### config.mk
export PLATFORM = sky130hd
export DESIGN_NAME = pair_issue_ctrl
export DESIGN_NICKNAME = d
export VERILOG_FILES = /design/src/rtl/pic_pkg.sv /design/src/rtl/pic_pair_stage.sv /design/src/rtl/pic_scoreboard.sv /design/src/rtl/pic_issue_stage.sv /design/src/rtl/pair_issue_ctrl.sv
export SDC_FILE = /design/constraint.sdc
export NUM_CORES = 1
export LEC_CHECK = 0
export CORE_UTILIZATION = 45
export DETAILED_ROUTE_END_ITERATION = 12
export SYNTH_ARGS = -nofsm -noshare
export SYNTH_HDL_FRONTEND = slang
export SYNTH_SLANG_ARGS = --single-unit
### constraint.sdc
create_clock -name clk -period 4.68 [get_ports clk]
set_input_delay 1.17 -clock clk [delete_from_list [all_inputs] [get_ports clk]]
set_output_delay 1.17 -clock clk [all_outputs]
set_load 0.02 [all_outputs]
### src/rtl/pic_pkg.sv
// Package pic_pkg
// Shared instruction-kind encoding and per-kind decode helpers for the
// dual-issue pair hazard checker. Assumes a 3-bit kind field at the top of
// every descriptor; register fields are sized by the modules' parameters.
package pic_pkg;

    typedef enum logic [2:0] {
        K_INT    = 3'd0,
        K_LOAD   = 3'd1,
        K_STORE  = 3'd2,
        K_BRANCH = 3'd3,
        K_FPOP   = 3'd4,
        K_FLOAD  = 3'd5,
        K_FSTORE = 3'd6,
        K_FMOVE  = 3'd7
    } kind_e;

    localparam int KIND_W = 3;

    // True when the kind reads its first source field.
    function automatic logic reads_a(kind_e k);
        return 1'b1;
    endfunction

    // True when the kind reads its second source field.
    function automatic logic reads_b(kind_e k);
        return (k == K_INT) || (k == K_STORE) || (k == K_BRANCH) ||
               (k == K_FPOP) || (k == K_FSTORE);
    endfunction

    // True when the kind produces a register result.
    function automatic logic writes_dst(kind_e k);
        return (k == K_INT) || (k == K_LOAD) || (k == K_FPOP) ||
               (k == K_FLOAD) || (k == K_FMOVE);
    endfunction

    // True for the floating-point arithmetic slot class.
    function automatic logic is_fp_op(kind_e k);
        return k == K_FPOP;
    endfunction

    // True for integer-side kinds that use floating-point register ports.
    function automatic logic uses_fp_port(kind_e k);
        return (k == K_FLOAD) || (k == K_FSTORE) || (k == K_FMOVE);
    endfunction

endpackage

### src/rtl/pic_pair_stage.sv
// Module pic_pair_stage
// First issue stage. Registers the fetched packet, compacts a lone slot-1
// instruction into slot 0, and decides whether the two members may leave
// together (slot class, floating-point port sharing, in-pair RAW and WAW).
// Assumes the next stage reports through 'advance' whether it can take a
// packet at the coming edge; the packet is held otherwise.
module pic_pair_stage
    import pic_pkg::*;
#(
    parameter int REG_W = 6,
    localparam int IW = KIND_W + 3 * REG_W
) (
    input  logic          clk,
    input  logic          rst_n,
    input  logic [1:0]    in_vld,
    input  logic [IW-1:0] in_ins0,
    input  logic [IW-1:0] in_ins1,
    input  logic          advance,
    output logic          fetch_stall,
    output logic [1:0]    out_vld,
    output logic [IW-1:0] out_ins0,
    output logic [IW-1:0] out_ins1,
    output logic          out_single
);

    localparam int DST_LO = 2 * REG_W;
    localparam int A_LO   = REG_W;

    logic [1:0]    vld_q;
    logic [IW-1:0] ins0_q;
    logic [IW-1:0] ins1_q;
    logic          held;
    logic          take;

    kind_e            k0, k1;
    logic [REG_W-1:0] d0, d1, a1, b1;
    logic             class_clash, port_clash, raw_clash, waw_clash;

    // Stage occupancy and fetch back-pressure.
    always_comb begin
        held        = |vld_q;
        fetch_stall = held && !advance;
        take        = !fetch_stall;
    end

    // Capture a new packet when the stage is free, compacting a lone slot 1.
    always_ff @(posedge clk) begin
        if (!rst_n) begin
            vld_q  <= '0;
            ins0_q <= '0;
            ins1_q <= '0;
        end else if (take) begin
            if (in_vld == 2'b10) begin
                vld_q  <= 2'b01;
                ins0_q <= in_ins1;
                ins1_q <= '0;
            end else begin
                vld_q  <= in_vld;
                ins0_q <= in_ins0;
                ins1_q <= in_ins1;
            end
        end
    end

    // Field extraction for the in-packet checks.
    always_comb begin
        k0 = kind_e'(ins0_q[IW-1 -: KIND_W]);
        k1 = kind_e'(ins1_q[IW-1 -: KIND_W]);
        d0 = ins0_q[DST_LO +: REG_W];
        d1 = ins1_q[DST_LO +: REG_W];
        a1 = ins1_q[A_LO +: REG_W];
        b1 = ins1_q[0 +: REG_W];
    end

    // In-packet hazard decision: any clash forces single issue.
    always_comb begin
        class_clash = is_fp_op(k0) == is_fp_op(k1);
        port_clash  = (is_fp_op(k0) && uses_fp_port(k1)) ||
                      (is_fp_op(k1) && uses_fp_port(k0));
        raw_clash   = writes_dst(k0) &&
                      ((reads_a(k1) && (a1 == d0)) || (reads_b(k1) && (b1 == d0)));
        waw_clash   = writes_dst(k0) && writes_dst(k1) && (d1 == d0);
        out_single  = (vld_q == 2'b11) &&
                      (class_clash || port_clash || raw_clash || waw_clash);
    end

    // Packet presented to the second stage.
    always_comb begin
        out_vld  = vld_q;
        out_ins0 = ins0_q;
        out_ins1 = ins1_q;
    end

    // a packet held under back-pressure does not change.
    p_hold_on_stall_r12: assert property (@(posedge clk) disable iff (!rst_n)
        fetch_stall |=> ($stable(vld_q) && $stable(ins0_q) && $stable(ins1_q)));

    // a stored packet never has slot 1 without slot 0.
    p_compact_r3: assert property (@(posedge clk) disable iff (!rst_n)
        vld_q != 2'b10);

endmodule

### src/rtl/pic_scoreboard.sv
// Module pic_scoreboard
// Per-register countdown of cycles until an in-flight result is usable.
// A count of zero means the register may be read or overwritten. Each
// register is loaded by at most one issue slot per cycle; the issue stage
// guarantees the two slots never target the same register together.
module pic_scoreboard #(
    parameter int REG_W = 6,
    parameter int CNT_W = 2,
    localparam int NREG = 1 << REG_W
) (
    input  logic             clk,
    input  logic             rst_n,
    input  logic             set0_en,
    input  logic [REG_W-1:0] set0_idx,
    input  logic [CNT_W-1:0] set0_val,
    input  logic             set1_en,
    input  logic [REG_W-1:0] set1_idx,
    input  logic [CNT_W-1:0] set1_val,
    output logic [NREG-1:0]  busy
);

    for (genvar r = 0; r < NREG; r++) begin : g_reg
        logic [CNT_W-1:0] cnt_q;
        logic             hit0, hit1;

        // Select which issue slot, if any, loads this register.
        always_comb begin
            hit0 = set0_en && (set0_idx == REG_W'(r));
            hit1 = set1_en && (set1_idx == REG_W'(r));
        end

        // Load on issue, otherwise count down to zero.
        always_ff @(posedge clk) begin
            if (!rst_n)         cnt_q <= '0;
            else if (hit0)      cnt_q <= set0_val;
            else if (hit1)      cnt_q <= set1_val;
            else if (cnt_q != 0) cnt_q <= cnt_q - 1'b1;
        end

        assign busy[r] = cnt_q != '0;

        // a register loaded with a nonzero wait reads busy next cycle.
        p_set_marks_busy_r9: assert property (@(posedge clk) disable iff (!rst_n)
            ((hit0 && set0_val != 0) || (hit1 && set1_val != 0)) |=> busy[r]);

        // a busy count only decreases unless reloaded.
        p_count_down_r7: assert property (@(posedge clk) disable iff (!rst_n)
            (!hit0 && !hit1 && cnt_q != 0) |=> (cnt_q == $past(cnt_q) - 1'b1));
    end

endmodule

### src/rtl/pic_issue_stage.sv
// Module pic_issue_stage
// Second issue stage. Checks each held instruction against the scoreboard
// (sources and destination), issues in program order, shifts a left-behind
// slot-1 instruction into slot 0, and loads the scoreboard for each issued
// instruction with a multi-cycle result. Assumes the first stage has
// already marked pairs that may not leave together.
module pic_issue_stage
    import pic_pkg::*;
#(
    parameter int REG_W     = 6,
    parameter int CNT_W     = 2,
    parameter int LAT_LOAD  = 2,
    parameter int LAT_FPOP  = 3,
    parameter int LAT_FMOVE = 1,
    localparam int IW   = KIND_W + 3 * REG_W,
    localparam int NREG = 1 << REG_W
) (
    input  logic             clk,
    input  logic             rst_n,
    input  logic [1:0]       in_vld,
    input  logic [IW-1:0]    in_ins0,
    input  logic [IW-1:0]    in_ins1,
    input  logic             in_single,
    input  logic [NREG-1:0]  busy,
    output logic             free,
    output logic [1:0]       issue_vld,
    output logic [1:0]       issue_cnt,
    output logic [IW-1:0]    issue_ins0,
    output logic [IW-1:0]    issue_ins1,
    output logic             pipe_stall,
    output logic             set0_en,
    output logic [REG_W-1:0] set0_idx,
    output logic [CNT_W-1:0] set0_val,
    output logic             set1_en,
    output logic [REG_W-1:0] set1_idx,
    output logic [CNT_W-1:0] set1_val
);

    localparam int DST_LO = 2 * REG_W;
    localparam int A_LO   = REG_W;

    logic [1:0]    vld_q;
    logic [IW-1:0] ins0_q;
    logic [IW-1:0] ins1_q;
    logic          single_q;
    logic          rdy0, rdy1, go0, go1, done;

    // Result latency of a kind, in cycles from issue to first use.
    function automatic int lat_of(kind_e k);
        case (k)
            K_LOAD, K_FLOAD: return LAT_LOAD;
            K_FPOP:          return LAT_FPOP;
            K_FMOVE:         return LAT_FMOVE;
            K_INT:           return 1;
            default:         return 0;
        endcase
    endfunction

    // True when no source or destination of the descriptor is pending.
    function automatic logic clear_of(logic [IW-1:0] ins, logic [NREG-1:0] bz);
        kind_e k;
        k = kind_e'(ins[IW-1 -: KIND_W]);
        return !(reads_a(k) && bz[ins[A_LO +: REG_W]]) &&
               !(reads_b(k) && bz[ins[0 +: REG_W]]) &&
               !(writes_dst(k) && bz[ins[DST_LO +: REG_W]]);
    endfunction

    // Scoreboard wait value for an issued descriptor with a multi-cycle result.
    function automatic logic [CNT_W-1:0] wait_of(logic [IW-1:0] ins);
        int l;
        l = lat_of(kind_e'(ins[IW-1 -: KIND_W]));
        return (l > 1) ? CNT_W'(l - 1) : '0;
    endfunction

    // In-order issue decision against in-flight work.
    always_comb begin
        rdy0       = clear_of(ins0_q, busy);
        rdy1       = clear_of(ins1_q, busy);
        go0        = vld_q[0] && rdy0;
        go1        = go0 && vld_q[1] && !single_q && rdy1;
        done       = go0 && (!vld_q[1] || go1);
        free       = (vld_q == 2'b00) || done;
        pipe_stall = (vld_q != 2'b00) && !done;
        issue_vld  = {go1, go0};
        issue_cnt  = {go0 && go1, go0 ^ go1};
        issue_ins0 = ins0_q;
        issue_ins1 = ins1_q;
    end

    // Scoreboard loads for issued producers.
    always_comb begin
        set0_en  = go0 && writes_dst(kind_e'(ins0_q[IW-1 -: KIND_W]));
        set0_idx = ins0_q[DST_LO +: REG_W];
        set0_val = wait_of(ins0_q);
        set1_en  = go1 && writes_dst(kind_e'(ins1_q[IW-1 -: KIND_W]));
        set1_idx = ins1_q[DST_LO +: REG_W];
        set1_val = wait_of(ins1_q);
    end

    // Take a new packet when emptied, shift a left-behind slot 1, else hold.
    always_ff @(posedge clk) begin
        if (!rst_n) begin
            vld_q    <= '0;
            ins0_q   <= '0;
            ins1_q   <= '0;
            single_q <= 1'b0;
        end else if (free) begin
            vld_q    <= in_vld;
            ins0_q   <= in_ins0;
            ins1_q   <= in_ins1;
            single_q <= in_single;
        end else if (go0) begin
            vld_q    <= {1'b0, vld_q[1]};
            ins0_q   <= ins1_q;
            ins1_q   <= '0;
            single_q <= 1'b0;
        end
    end

    // slot 1 never issues ahead of slot 0.
    p_in_order_r10: assert property (@(posedge clk) disable iff (!rst_n)
        issue_vld[1] |-> issue_vld[0]);

    // a pair marked by the first stage never leaves in one cycle.
    p_split_pair_r4: assert property (@(posedge clk) disable iff (!rst_n)
        (vld_q == 2'b11 && single_q) |-> !issue_vld[1]);

    // after a partial issue the younger instruction becomes the oldest.
    p_leftover_r11: assert property (@(posedge clk) disable iff (!rst_n)
        (vld_q == 2'b11 && issue_vld == 2'b01) |=>
            (vld_q == 2'b01 && ins0_q == $past(ins1_q)));

    // a fully blocked stage keeps its contents.
    p_block_holds_r11: assert property (@(posedge clk) disable iff (!rst_n)
        (pipe_stall && !issue_vld[0]) |=> ($stable(ins0_q) && $stable(vld_q)));

endmodule

### src/rtl/pair_issue_ctrl.sv
// Module pair_issue_ctrl
// Top of the dual-issue pair hazard checker: first stage (in-packet
// checks), second stage (in-flight checks and issue) and the destination
// scoreboard. Assumes fetch drops its packet when fetch_stall is high and
// offers it again later.
module pair_issue_ctrl
    import pic_pkg::*;
#(
    parameter int REG_W     = 6,
    parameter int LAT_LOAD  = 2,
    parameter int LAT_FPOP  = 3,
    parameter int LAT_FMOVE = 1,
    localparam int IW      = KIND_W + 3 * REG_W,
    localparam int NREG    = 1 << REG_W,
    localparam int LAT_MAX = (LAT_FPOP > LAT_LOAD) ?
                             ((LAT_FPOP > LAT_FMOVE) ? LAT_FPOP : LAT_FMOVE) :
                             ((LAT_LOAD > LAT_FMOVE) ? LAT_LOAD : LAT_FMOVE),
    localparam int CNT_W   = (LAT_MAX > 2) ? $clog2(LAT_MAX) : 1
) (
    input  logic          clk,
    input  logic          rst_n,
    input  logic [1:0]    fetch_vld,
    input  logic [IW-1:0] fetch_ins0,
    input  logic [IW-1:0] fetch_ins1,
    output logic          fetch_stall,
    output logic [1:0]    issue_vld,
    output logic [1:0]    issue_cnt,
    output logic [IW-1:0] issue_ins0,
    output logic [IW-1:0] issue_ins1,
    output logic          pipe_stall
);

    logic [1:0]       s1_vld;
    logic [IW-1:0]    s1_ins0, s1_ins1;
    logic             s1_single;
    logic             s2_free;
    logic [NREG-1:0]  busy;
    logic             set0_en, set1_en;
    logic [REG_W-1:0] set0_idx, set1_idx;
    logic [CNT_W-1:0] set0_val, set1_val;

    pic_pair_stage #(.REG_W(REG_W)) u_pair (
        .clk         (clk),
        .rst_n       (rst_n),
        .in_vld      (fetch_vld),
        .in_ins0     (fetch_ins0),
        .in_ins1     (fetch_ins1),
        .advance     (s2_free),
        .fetch_stall (fetch_stall),
        .out_vld     (s1_vld),
        .out_ins0    (s1_ins0),
        .out_ins1    (s1_ins1),
        .out_single  (s1_single)
    );

    pic_issue_stage #(
        .REG_W     (REG_W),
        .CNT_W     (CNT_W),
        .LAT_LOAD  (LAT_LOAD),
        .LAT_FPOP  (LAT_FPOP),
        .LAT_FMOVE (LAT_FMOVE)
    ) u_issue (
        .clk        (clk),
        .rst_n      (rst_n),
        .in_vld     (s1_vld),
        .in_ins0    (s1_ins0),
        .in_ins1    (s1_ins1),
        .in_single  (s1_single),
        .busy       (busy),
        .free       (s2_free),
        .issue_vld  (issue_vld),
        .issue_cnt  (issue_cnt),
        .issue_ins0 (issue_ins0),
        .issue_ins1 (issue_ins1),
        .pipe_stall (pipe_stall),
        .set0_en    (set0_en),
        .set0_idx   (set0_idx),
        .set0_val   (set0_val),
        .set1_en    (set1_en),
        .set1_idx   (set1_idx),
        .set1_val   (set1_val)
    );

    pic_scoreboard #(.REG_W(REG_W), .CNT_W(CNT_W)) u_sb (
        .clk      (clk),
        .rst_n    (rst_n),
        .set0_en  (set0_en),
        .set0_idx (set0_idx),
        .set0_val (set0_val),
        .set1_en  (set1_en),
        .set1_idx (set1_idx),
        .set1_val (set1_val),
        .busy     (busy)
    );

    // the two issued slots never load the same scoreboard entry.
    p_no_double_load_r6: assert property (@(posedge clk) disable iff (!rst_n)
        (set0_en && set1_en) |-> (set0_idx != set1_idx));

    // back-pressure coincides with a second stage that keeps work.
    p_stall_cause_r12: assert property (@(posedge clk) disable iff (!rst_n)
        fetch_stall |-> pipe_stall);

endmodule

==> After elaboration in Yosys (flattened, before gate mapping) <==
Cells that the tools add are included.
{ "op_classes": {"add_sub_neg": 66, "multipliers": 0, "div": 0, "order_cmp": 8, "n_eq_ne": 158, "n_shift": 0, "mux": 219, "bitwise": 1, "reduce_logical": 344} }
{ "op_table": {"columns": ["op", "count"], "rows": [
  ["2-to-1 mux 2 bit", 197],
  ["equality test 6 bit, second input constant", 64],
  ["equality test 6 x 5 -> 1 bit, second input constant", 32],
  ["nonzero test 3 bit", 64],
  ["logical AND 1 bit", 153],
  ["nonzero test 2 bit", 66],
  ["subtractor 2 x 1 -> 2 bit, second input constant", 66],
  ["2-to-1 mux 21 bit", 6],
  ["equality test 6 x 4 -> 1 bit, second input constant", 16],
  ["equality test 3 bit, second input constant", 16],
  ["equality test 6 x 3 -> 1 bit, second input constant", 8],
  ["< comparator 6 x 7 -> 1 bit, second input constant", 6],
  ["logical OR 1 bit", 39],
  ["binary-select mux 1 bit (select 6 bit)", 6],
  ["equality test 6 x 2 -> 1 bit, second input constant", 4],
  ["equality test 3 x 2 -> 1 bit, second input constant", 6],
  ["equality test 6 bit", 3],
  ["equality test 3 x 1 -> 1 bit, second input constant", 4],
  ["equality test 6 x 1 -> 1 bit, second input constant", 2],
  ["logical NOT 3 bit", 4],
  ["logical NOT 6 bit", 2],
  ["case mux 2 bit (3 select lines)", 2],
  ["logical NOT 1 bit", 10],
  ["OR reduction 2 bit", 5],
  ["other kinds (6)", 15]
]} }
{ "totals": {"ff_bits": 217, "latchBits": 0, "mem_bits_rw": 0, "mem_bits_ro": 0, "in_bits": 46, "output_inout_bits": 48, "wordCells": 867, "mem_count": 0} }

==> Depth between registers and ports, before layout <==
Gate-level depths: netlist of the first run.
{ "depth": {"word_depth": 18, "depth_mapped": 16, "ltp_nobuf": 11} }

==> Cells and area by module <==
A second synthesis of the first run with hierarchy kept.
{ "unflattened": {"cells_unflattened": 1987, "area_unflattened_um2": 17391.7} }
{ "modules_own_cells": {"columns": ["mod", "instances", "cells_per_inst", "area_each_um2", "seq_area_each_um2"], "rows": [
  ["pic_scoreboard", 1, 1307, 9908.3, 2562.5],
  ["pic_issue_stage", 1, 446, 5301.3, 900.9],
  ["pic_pair_stage", 1, 234, 2182.1, 880.8]
]} }

==> Worst setup path after synthesis of the first run <==
Ideal clock, no wire load.
{ "synth_timing": {"kind": "register to output", "start": "register u_issue.ins1_q[13] (netlist: u_issue.issue_ins1[13])", "end": "output fetch_stall", "arrival_ns": 3.132, "required_ns": 3.510, "path_slack_ns": 0.378, "path_stages_with_launch": 13, "n_path_buf": 4, "path_cell_list": "dfxtp_1 > buf_6 > mux4_2 > mux4_2 > or2_0 > a311oi_1 > nor2_1 > buf_6 > a21oi_2 > o22ai_1 > buf_2 > buf_6 > inv_1"} }
{ "synth_via": {"elab_chain_len": 11} }
{ "synth_rtl": {"columns": ["item", "line", "text"], "rows": [
  ["start: declaration", "pic_issue_stage.sv:44", "logic [IW-1:0] ins1_q;"],
  ["start signal: assignment", "pic_issue_stage.sv:110", "ins1_q <= in_ins1;"],
  ["binary-select mux 1 bit (select 6 bit)", "pic_issue_stage.sv:65", "!(writes_dst(k) && bz[ins[DST_LO +: REG_W]]);"],
  ["2-to-1 mux 1 bit (not written as such)", "pic_issue_stage.sv:65", null],
  ["logical AND 1 bit", "pic_issue_stage.sv:65", null],
  ["logical NOT 1 bit", "pic_issue_stage.sv:65", null],
  ["logical AND 1 bit", "pic_issue_stage.sv:64", "!(reads_b(k) && bz[ins[0 +: REG_W]]) &&"],
  ["logical AND 1 bit", "pic_issue_stage.sv:80", "go1 = go0 && vld_q[1] && !single_q && rdy1;"],
  ["logical OR 1 bit", "pic_issue_stage.sv:81", "done = go0 && (!vld_q[1] || go1);"],
  ["logical AND 1 bit", "pic_issue_stage.sv:81", null],
  ["logical OR 1 bit", "pic_issue_stage.sv:82", "free = (vld_q == 2'b00) || done;"],
  ["logical NOT 1 bit", "pic_pair_stage.sv:42", "fetch_stall = held && !advance;"],
  ["logical AND 1 bit", "pic_pair_stage.sv:42", null],
  ["end: declaration", "pair_issue_ctrl.sv:25", "output logic fetch_stall,"]
]} }
Every way passes these cells. The select of a mux whose other input is x is not followed.

==> Worst setup path after layout of the first run <==
{ "layout_timing": {"start": "register u_sb.g_reg[48].cnt_q[0]", "end": "output fetch_stall"} }
{ "layout_via": {"elab_chain_len": 16, "word_cells_on_any_way": 36, "classes_between": "mux: 12; reduce/logical: 24"} }
{ "layout_rtl": {"columns": ["item", "line", "text"], "rows": [
  ["start: declaration", "pic_scoreboard.sv:23", "logic [CNT_W-1:0] cnt_q;"],
  ["start signal: assignment", "pic_scoreboard.sv:35", "else if (hit0) cnt_q <= set0_val;"],
  ["start signal: assignment", "pic_scoreboard.sv:36", "else if (hit1) cnt_q <= set1_val;"],
  ["start signal: assignment", "pic_scoreboard.sv:37", "else if (cnt_q != 0) cnt_q <= cnt_q - 1'b1;"],
  ["nonzero test 2 bit *", "pic_scoreboard.sv:40", "assign busy[r] = cnt_q != '0;"],
  ["binary-select mux 1 bit (select 6 bit)", "pic_issue_stage.sv:64", null],
  ["2-to-1 mux 1 bit (not written as such)", "pic_issue_stage.sv:64", null],
  ["logical AND 1 bit", "pic_issue_stage.sv:64", null],
  ["logical NOT 1 bit", "pic_issue_stage.sv:64", null],
  ["logical AND 1 bit", "pic_issue_stage.sv:63", "return !(reads_a(k) && bz[ins[A_LO +: REG_W]]) &&"],
  ["logical AND 1 bit", "pic_issue_stage.sv:64", null],
  ["logical AND 1 bit", "pic_issue_stage.sv:79", "go0 = vld_q[0] && rdy0;"],
  ["logical AND 1 bit (3 in a row)", "pic_issue_stage.sv:80", null],
  ["logical OR 1 bit", "pic_issue_stage.sv:81", null],
  ["logical AND 1 bit *", "pic_issue_stage.sv:81", null],
  ["logical OR 1 bit *", "pic_issue_stage.sv:82", null],
  ["logical NOT 1 bit *", "pic_pair_stage.sv:42", null],
  ["logical AND 1 bit *", "pic_pair_stage.sv:42", null]
]} }
Every way passes the cells marked *; elsewhere a longest branch is shown, timed or not. The select of a mux whose other input is x is not followed.

==> results of run 1 <==
## final timing paths
check                                  to  cells past startpoint
hold / removal         u_pair.out_ins0[1]                      2
setup reg to reg  u_sb.g_reg[56].cnt_q[1]                     15
setup / recovery              fetch_stall                     14
hold reg to reg        u_pair.out_ins0[1]                      2
## state kept, by name, indices dropped and copies added, names as in the netlist
name,cells
u_pair.out_ins0,21
u_issue.issue_ins0,21
u_issue.issue_ins1,21
u_sb.g.cnt_q,128
u_pair.out_vld,2
u_issue.vld_q,2
u_issue.single_q,1
u_pair.out_ins1,21
## synthesized netlist by cell type, types with 37 or more instances
cell,number
mux4_2,53
a31oi_1,100
ha_1,129
or3_1,37
mux2i_1,197
xnor2_1,52
o21ai_0,225
nand4_1,37
clkbuf_1,105
nor2_1,96
nand2_1,284
a21oi_1,60
nand3_1,76
dfxtp_1,217
inv_1,142
## cells by family after synthesis
logic type | synth area share
AND/OR/NAND/NOR | 0.165
AO/OA/AOI/OAI | 0.190
buffers and inverters | 0.0764
multiplexers | 0.199
flip-flops | 0.241
adder cells (fa/ha/maj) | 0.0894
XOR/XNOR | 0.0398
## area by class of cell
class                   count  area (um^2)  share of cell area
multi-input cells        1680        12600               0.590
flip-flops and latches    217         4370               0.205
repair buffers            260         2320               0.109
clock buffers              38          757              0.0355
well taps                 525          657              0.0308
inverters                 143          537              0.0251
clock inverters            11          116             0.00545
diodes                      1         2.50            0.000117
## layer usage
layer | vias to the layer above | wire length, um | global-route usage
li1 | 8209 | - | -
met5 | - | 13 | 0
met2 | 1004 | 34300 | 0.583
met4 | 2 | 4860 | 0.211
met3 | 225 | 7430 | 0.0688
met1 | 8701 | 31900 | 0.495
## report_power, final
part           internal [mW]  total (mW)  switching, mW
Sequential              2.56        3.18          0.617
Clock                   1.23        2.12          0.885
Combinational           4.88        11.7           6.85
Total                   8.68        17.0           8.35
## worst reg2reg max path, stage by stage, from the launching register on
cell and delay, ns:
dfxtp_1 0.32, inv_1 0.08, ha_1 0.31, mux4_2 0.28, mux2i_1 0.09, mux2_2 0.27
o2111ai_1 0.28, nand4_1 0.16, buf_6 0.17, nor3_4 0.19, buf_4 0.19, buf_4 0.26
and3_1 0.71, buf_4 0.31, nand2_1 0.09, a31oi_1 0.19
## stage by stage
stage | instance area (um^2) | hold WS [ns] | setup WS (ns)
detailed placement | 20200 | 0.447 | 0.0318
CTS | 21200 | 0.462 | 0.00380
global route | 21300 | 0.492 | -0.00438
floorplan | 18100 | 0.427 | 0.378
global placement | 20200 | 0.445 | 0.0514
finish | 21300 | 0.465 | 0.0827
## cells in the final DEF, fill, tap and decap left out, types with 40 or more instances in the layout
| cell type | n |
|---|---|
| nand2_1 | 284 |
| o21ai_0 | 225 |
| dfxtp_1 | 200 |
| mux2i_1 | 195 |
| buf_4 | 154 |
| inv_1 | 142 |
| a31oi_1 | 100 |
| nor2_1 | 94 |
| ha_1 | 86 |
| clkdlybuf4s50_1 | 86 |
| nand3_1 | 75 |
| a21oi_1 | 60 |
| mux4_2 | 53 |
| xnor2_1 | 52 |
| ha_2 | 40 |
## what timing repair did
| action | in CTS | in global routing |
|---|---|---|
| gates cloned | 0 | 0 |
| setup buffers | 4 | 1 |
| pin swaps | 7 | 6 |
| endpoints found under the setup margin | 6 | 5 |
| gates resized for setup | 48 | 50 |
| endpoints found under the hold margin | 0 | 0 |
==> impl_metrics.json, run 1 <==
{
  "status": "finished clean",
  "cts_tree": "yes",
  "die_area_um2": 40900,
  "ys_seq_area_frac": 0.241,
  "synth_edf_count": 0,
  "syn_nets": 2389,
  "drt_iter0_drc": 1986,
  "r2r_start": "u_sb.g_reg[63].cnt_q[0]",
  "worst-path-buf-inv": 5,
  "cp_slowest_stage_delay_ns": 0.48,
  "synth_area_um2": 18100,
  "path_cells": "inv_1, ha_2, mux4_1, mux2_2, and3_1, a2111o_1, nand4_1, buf_6, nor3_4, buf_4, nor2_4, o22ai_4, inv_1, buf_4",
  "start_kind": "register",
  "hold_violations": 0,
  "crit_required_ns": 3.51,
  "synth_cell_types": 80,
  "finalMaxSlewViolations": 0,
  "clk_pin_slew_ns": 0.06,
  "finalCritPeriodShare": 0.982,
  "crit_family": "multiplexers",
  "ios": 94,
  "via_count": 18100,
  "drive_gt1_frac": 0.174,
  "nets": 2504,
  "routed_via_density": 6.31,
  "port_buffers": 93,
  "setup.worst_path.class": "reg2out",
  "avgSynthCellArea_um2": 8.15,
  "drtPass1Iterations": 5,
  "instances_no_fill": 2875,
  "grt_pass1_wl_um": 115000,
  "clock_sinks": 217,
  "maxCapViolCount": 0,
  "nFillCells": 3775,
  "track_usage": 0.378,
  "synth.top_cell.area_share": 0.241,
  "ys.warnings.count": 0,
  "htreeDepth": 1,
  "cp-startpoint": "u_sb.g_reg[48].cnt_q[0]",
  "critPathMaxFanout": 4,
  "clock_latency_ns": 0.57,
  "ys_seq_elements": 217,
  "start_util": 0.455,
  "ir_worst_vdd_v": 0.000351,
  "fmax_mhz": 218,
  "utilization": 0.538,
  "drt_wl_total_um": 78400,
  "cts-root-buf": "clkbuf_16",
  "leakage_nw": 7.98,
  "ff2ff_setup_slack_ns": 0.71,
  "setup_viol": 0,
  "antenna_found_initial": 3,
  "grt_remaining_overflow": 0,
  "async_reset_ff_frac": 0,
  "p_per_area_nw_per_um2": 798,
  "post-place-cells": 2820,
  "dp_hpwl_um": 59000,
  "fin_skew_ns": 0.0111,
  "tns_ns": 0,
  "yosys.area.top_type": "dfxtp_1",
  "finalPower_mw": 17.0,
  "slowest_stage": "mux4_1",
  "die_h_um": 202,
  "grt_pass1_vias": 17300,
  "clk_path_buf_depth": 3,
  "slew-limit-headroom": 0.137,
  "die_x_um": 202,
  "hold_path_class": "reg2reg",
  "ys.flop_type": "dfxtp_1",
  "synth.area.top_cells": "dfxtp_1 24%, mux2i_1 11%, ha_1 8.9%",
  "rows": 73,
  "gp_congestion": 1.01,
  "drc": 0,
  "routedWlPerCell_um": 27.3,
  "tritoncts.num_buffers": 27,
  "grt_max_degree": 130,
  "cp-end-kind": "primary output",
  "ant_nets": 0,
  "syn_inst": 2214,
  "hold_buffers": 0,
  "fin_crit_ns": 4.60,
  "min_from": "u_pair.out_ins0[1]",
  "worst_slew_pin_slew_ns": 1.29,
  "syn_to_final_growth_pct": 18.2,
  "coreArea_um2": 39600,
  "crit_arrival_ns": 3.43
}
(Power assumes the default switching activity.)
==> inputs of run 2 (changes only) <==
CTS_CLUSTER_DIAMETER = 60   (was default)
PLACE_DENSITY = 0.69   (was default)
==> impl_metrics.json, run 2 (synthesized netlist as in run 1, its figures left out) <==
{
  "status": "finished clean",
  "ant_nets": 0,
  "ff2ff_setup_slack_ns": 0.61,
  "final_common_cell": "nand2_1",
  "clock_latency_ns": 0.59,
  "syn_to_final_growth_pct": 17.9,
  "clk_pin_slew_ns": 0.06,
  "hold_violations": 0,
  "cts_tree": "yes",
  "grt_remaining_overflow": 0,
  "slew-limit-headroom": 0.119,
  "htreeDepth": 1,
  "fin_skew_ns": 0.0225,
  "largest_register": "u_sb.g.cnt_q",
  "setup_viol": 0,
  "cts-root-buf": "clkbuf_16",
  "setup.worst_path.class": "reg2out",
  "crit_required_ns": 3.51,
  "gp_congestion": 1.07,
  "post-place-cells": 2777,
  "grt_max_degree": 114,
  "finalMaxSlewViolations": 0,
  "die_area_um2": 40900,
  "fin_crit_ns": 4.67,
  "die_x_um": 202,
  "p_per_area_nw_per_um2": 802,
  "port_buffers": 93,
  "instances_no_fill": 2837,
  "drt_wl_total_um": 76000,
  "grt_pass1_wl_um": 112000,
  "start_kind": "register",
  "maxCapViolCount": 0,
  "fmax_mhz": 214,
  "slowest_stage": "mux4_2",
  "finalCritPeriodShare": 0.999,
  "drc": 0,
  "tns_ns": 0,
  "die_h_um": 202,
  "path_cells": "inv_1, ha_2, mux4_2, mux4_2, or2_0, a311oi_2, nor2_4, nand3_2, inv_1, ha_1, buf_2",
  "worst_slew_pin_slew_ns": 1.31,
  "via_count": 18300,
  "routed_via_density": 6.44,
  "ios": 94,
  "largest_reg_flops": 128,
  "leakage_nw": 7.85,
  "critPathMaxFanout": 3,
  "cp-end-kind": "primary output",
  "rows": 73,
  "insertedDiodeCount": 0,
  "coreArea_um2": 39600,
  "tritoncts.num_buffers": 30,
  "dp_hpwl_um": 56500,
  "clock_sinks": 217,
  "routedWlPerCell_um": 26.8,
  "hold_buffers": 0,
  "crit_arrival_ns": 3.50,
  "clk_path_buf_depth": 3,
  "start_util": 0.455,
  "nets": 2465,
  "final_cell_mix": "284 x nand2_1, 225 x o21ai_0, 197 x mux2i_1",
  "hold_path_class": "reg2reg",
  "ir_worst_vdd_v": 0.000450,
  "cp_slowest_stage_delay_ns": 0.54,
  "drt_iter0_drc": 2164,
  "drtPass1Iterations": 6,
  "antenna_found_initial": 1,
  "grt_pass1_vias": 17300,
  "track_usage": 0.363,
  "drive_gt1_frac": 0.166
}
[run 2: critical path, delay by kind of cell, from the launching register on]
family	cells	cell delay [ns]
buffers and inverters	3	0.27
and+or+nand+nor	3	0.50
adders and majority gates	2	0.49
AOI/OAI and AO/OA	1	0.31
DFF	1	0.34
muxes	2	1.01
[run 2: metrics by stage]
step	worst slack [ns]	cell area, um^2	util	hold slack (ns)	power [mW]
after floorplan	0.378	18100	-	0.427	10.0
after global placement	0.0866	19900	0.502	0.437	13.8
after detailed placement	0.0577	19900	0.502	0.447	14.0
after CTS	0.00306	21100	0.532	0.455	16.5
after global routing	-0.0311	21300	0.537	0.483	17.8
final	0.00696	21300	0.537	0.458	17.1
[run 2: worst paths after layout]
kind | startpoint | to | depth (start not counted)
setup / recovery | u_sb.g_reg[9].cnt_q[0] | issue_cnt[0] | 11
hold / removal | u_pair.out_ins0[9] | u_pair.out_ins0[9] | 2
setup reg to reg | u_sb.g_reg[23].cnt_q[0] | u_sb.g_reg[36].cnt_q[1] | 12
hold reg to reg | u_pair.out_ins0[9] | u_pair.out_ins0[9] | 2
[run 2: area by class of cell]
cell class | count | area (um^2)
inverter | 143 | 537
fill | 3700 | 18400
clock buffer | 40 | 840
tap | 525 | 657
sequential | 217 | 4370
timing repair buffer | 218 | 2010
multi-input combinational | 1680 | 12700
clock inverter | 14 | 170
[run 2: timing repair]
action                                  CTS  global route
endpoints found under the setup margin    6             5
setup buffers                             3             3
resized for setup                        69            48
pin swaps                                 6             9
gates cloned                              0             0
[run 2: power breakdown]
part	total [mW]	internal [mW]	leakage (nW)	switching, mW
logic	11.4	4.72	5.55	6.72
registers	3.24	2.57	1.80	0.674
clock network	2.38	1.42	0.493	0.951
[run 2: layer usage]
| layer | GRT usage | vias up | wire length [um] |
|---|---|---|---|
| met3 | 0.0664 | 239 | 7460 |
| met1 | 0.480 | 8816 | 30700 |
| met4 | 0.173 | 0 | 3980 |
| met2 | 0.570 | 1090 | 33900 |
| li1 | - | 8135 | - |
| met5 | 0 | - | 0 |
==> inputs of run 3 (changes only) <==
RECOVER_POWER = 50   (was default)
==> impl_metrics.json, run 3 (synthesized netlist as in run 1, its figures left out) <==
{
  "seq_area_um2": 4370,
  "leakage_nw": 7.93,
  "rows": 73,
  "fmax_mhz": 214,
  "drt_iter0_drc": 2148,
  "hold_buffers": 0,
  "setup_viol": 0,
  "drtPass1Iterations": 6,
  "cts-root-buf": "clkbuf_16",
  "critPathMaxFanout": 3,
  "largest_register": "u_sb.g.cnt_q",
  "start_util": 0.455,
  "finalMaxSlewViolations": 0,
  "start_kind": "register",
  "multi_input_area_um2": 12700,
  "antenna_found_initial": 1,
  "finalCritPeriodShare": 0.998,
  "crit_required_ns": 3.51,
  "dp_hpwl_um": 56500,
  "slew-limit-headroom": 0.115,
  "drc": 0,
  "r2r_start": "u_sb.g_reg[31].cnt_q[0]",
  "insertedDiodeCount": 0,
  "drt_wl_total_um": 76000,
  "endpoint": "issue_cnt[0]",
  "nFillCells": 3700,
  "instances_no_fill": 2837,
  "die_x_um": 202,
  "finalPower_mw": 17.0,
  "cp-startpoint": "u_sb.g_reg[11].cnt_q[0]",
  "hold_path_class": "reg2reg",
  "ir_worst_vdd_v": 0.000449,
  "port_buffers": 93,
  "fin_crit_ns": 4.67,
  "crit_arrival_ns": 3.50,
  "setup.worst_path.class": "reg2out",
  "tritoncts.num_buffers": 30,
  "routed_via_density": 6.45,
  "rr_endpoint": "u_sb.g_reg[44].cnt_q[1]",
  "r2r_cells": 12,
  "htreeDepth": 1,
  "grt_pass1_wl_um": 112000,
  "syn_to_final_growth_pct": 17.9,
  "fin_skew_ns": 0.0217,
  "routedWlPerCell_um": 26.8,
  "final_common_cell": "nand2_1",
  "drive_gt1_frac": 0.166,
  "ff2ff_setup_slack_ns": 0.62,
  "hold_violations": 0,
  "clk_path_buf_depth": 3,
  "final_cell_mix": "284 x nand2_1, 225 x o21ai_0, 197 x mux2i_1",
  "clock_latency_ns": 0.59,
  "maxCapViolCount": 0,
  "clock_sinks": 217,
  "track_usage": 0.363,
  "largest_reg_flops": 128,
  "worst_slew_pin_slew_ns": 1.32,
  "ios": 94,
  "coreArea_um2": 39600,
  "grt_pass1_vias": 17300,
  "ant_nets": 0,
  "grt_remaining_overflow": 0,
  "gp_congestion": 1.07,
  "post-place-cells": 2777,
  "die_h_um": 202,
  "nets": 2465,
  "cts_tree": "yes",
  "cp-end-kind": "primary output",
  "p_per_area_nw_per_um2": 800,
  "clk_pin_slew_ns": 0.06,
  "die_area_um2": 40900,
  "status": "finished clean",
  "grt_max_degree": 114,
  "hold_slack_ns": 0.458,
  "via_count": 18300
}
run 3: changes by cell type in the layout (fill, tap and decap cells not counted), sizes merged:
cell,before,now
clkdlybuf4s50,86,56
dlygate4sd3,0,30
run 3: final cells by class:
class / count / share of cell area
well taps: 525 / 0.0309
clock buffers: 40 / 0.0394
repair buffers: 218 / 0.0946
multi-input cells: 1680 / 0.596
inverters: 143 / 0.0252
clock inverters: 14 / 0.00799
flip-flops and latches: 217 / 0.205
run 3: critical path: stages, from the launching register on:
cell and delay, ns:
dfxtp_2 0.33, inv_1 0.08, ha_4 0.20, mux4_2 0.48, mux4_2 0.54, or2_0 0.25, a311oi_2 0.30, nor2_4 0.13
nand3_2 0.12, inv_1 0.05, ha_1 0.27, buf_2 0.16
run 3: how the worst min path moves through the flow:
stage,depth (start not counted),start,to
2_1_floorplan,2,u_issue.single_q,u_issue.single_q
3_3_place_gp,2,u_issue.single_q,u_issue.single_q
3_5_place_dp,2,u_issue.single_q,u_issue.single_q
4_1_cts,2,u_issue.single_q,u_issue.single_q
5_1_grt,2,u_issue.single_q,u_issue.single_q
6_report,2,u_pair.out_ins0[9],u_pair.out_ins0[9]
run 3: routing by layer:
metal,wire (um),global-route usage,part of all wire
met4,4060,0.173,0.053
met3,7480,0.0664,0.098
met5,0,0,0
met2,33900,0.570,0.45
met1,30600,0.480,0.40
run 3: report_power, final:
group / internal, mW / leakage, nW / switching [mW]
logic: 4.69 / 5.64 / 6.73
clock network: 1.42 / 0.493 / 0.953
registers: 2.57 / 1.80 / 0.673
run 3: metrics by stage:
step	cell area, um^2	util	worst slack (ns)	setup TNS (ns)
after floorplan	18100	-	0.378	0
after global placement	19900	0.502	0.0866	0
after detailed placement	19900	0.502	0.0577	0
after CTS	21100	0.532	0.00306	0
after global routing	21300	0.537	-0.0311	-0.0311
final	21300	0.537	0.0104	0
run 3: what timing repair did:
| item | 4_1_cts | 5_1_grt |
|---|---|---|
| endpoints found under the setup margin | 6 | 5 |
| pin swaps | 6 | 9 |
| buffers inserted | 3 | 3 |
| resized for setup | 69 | 48 |
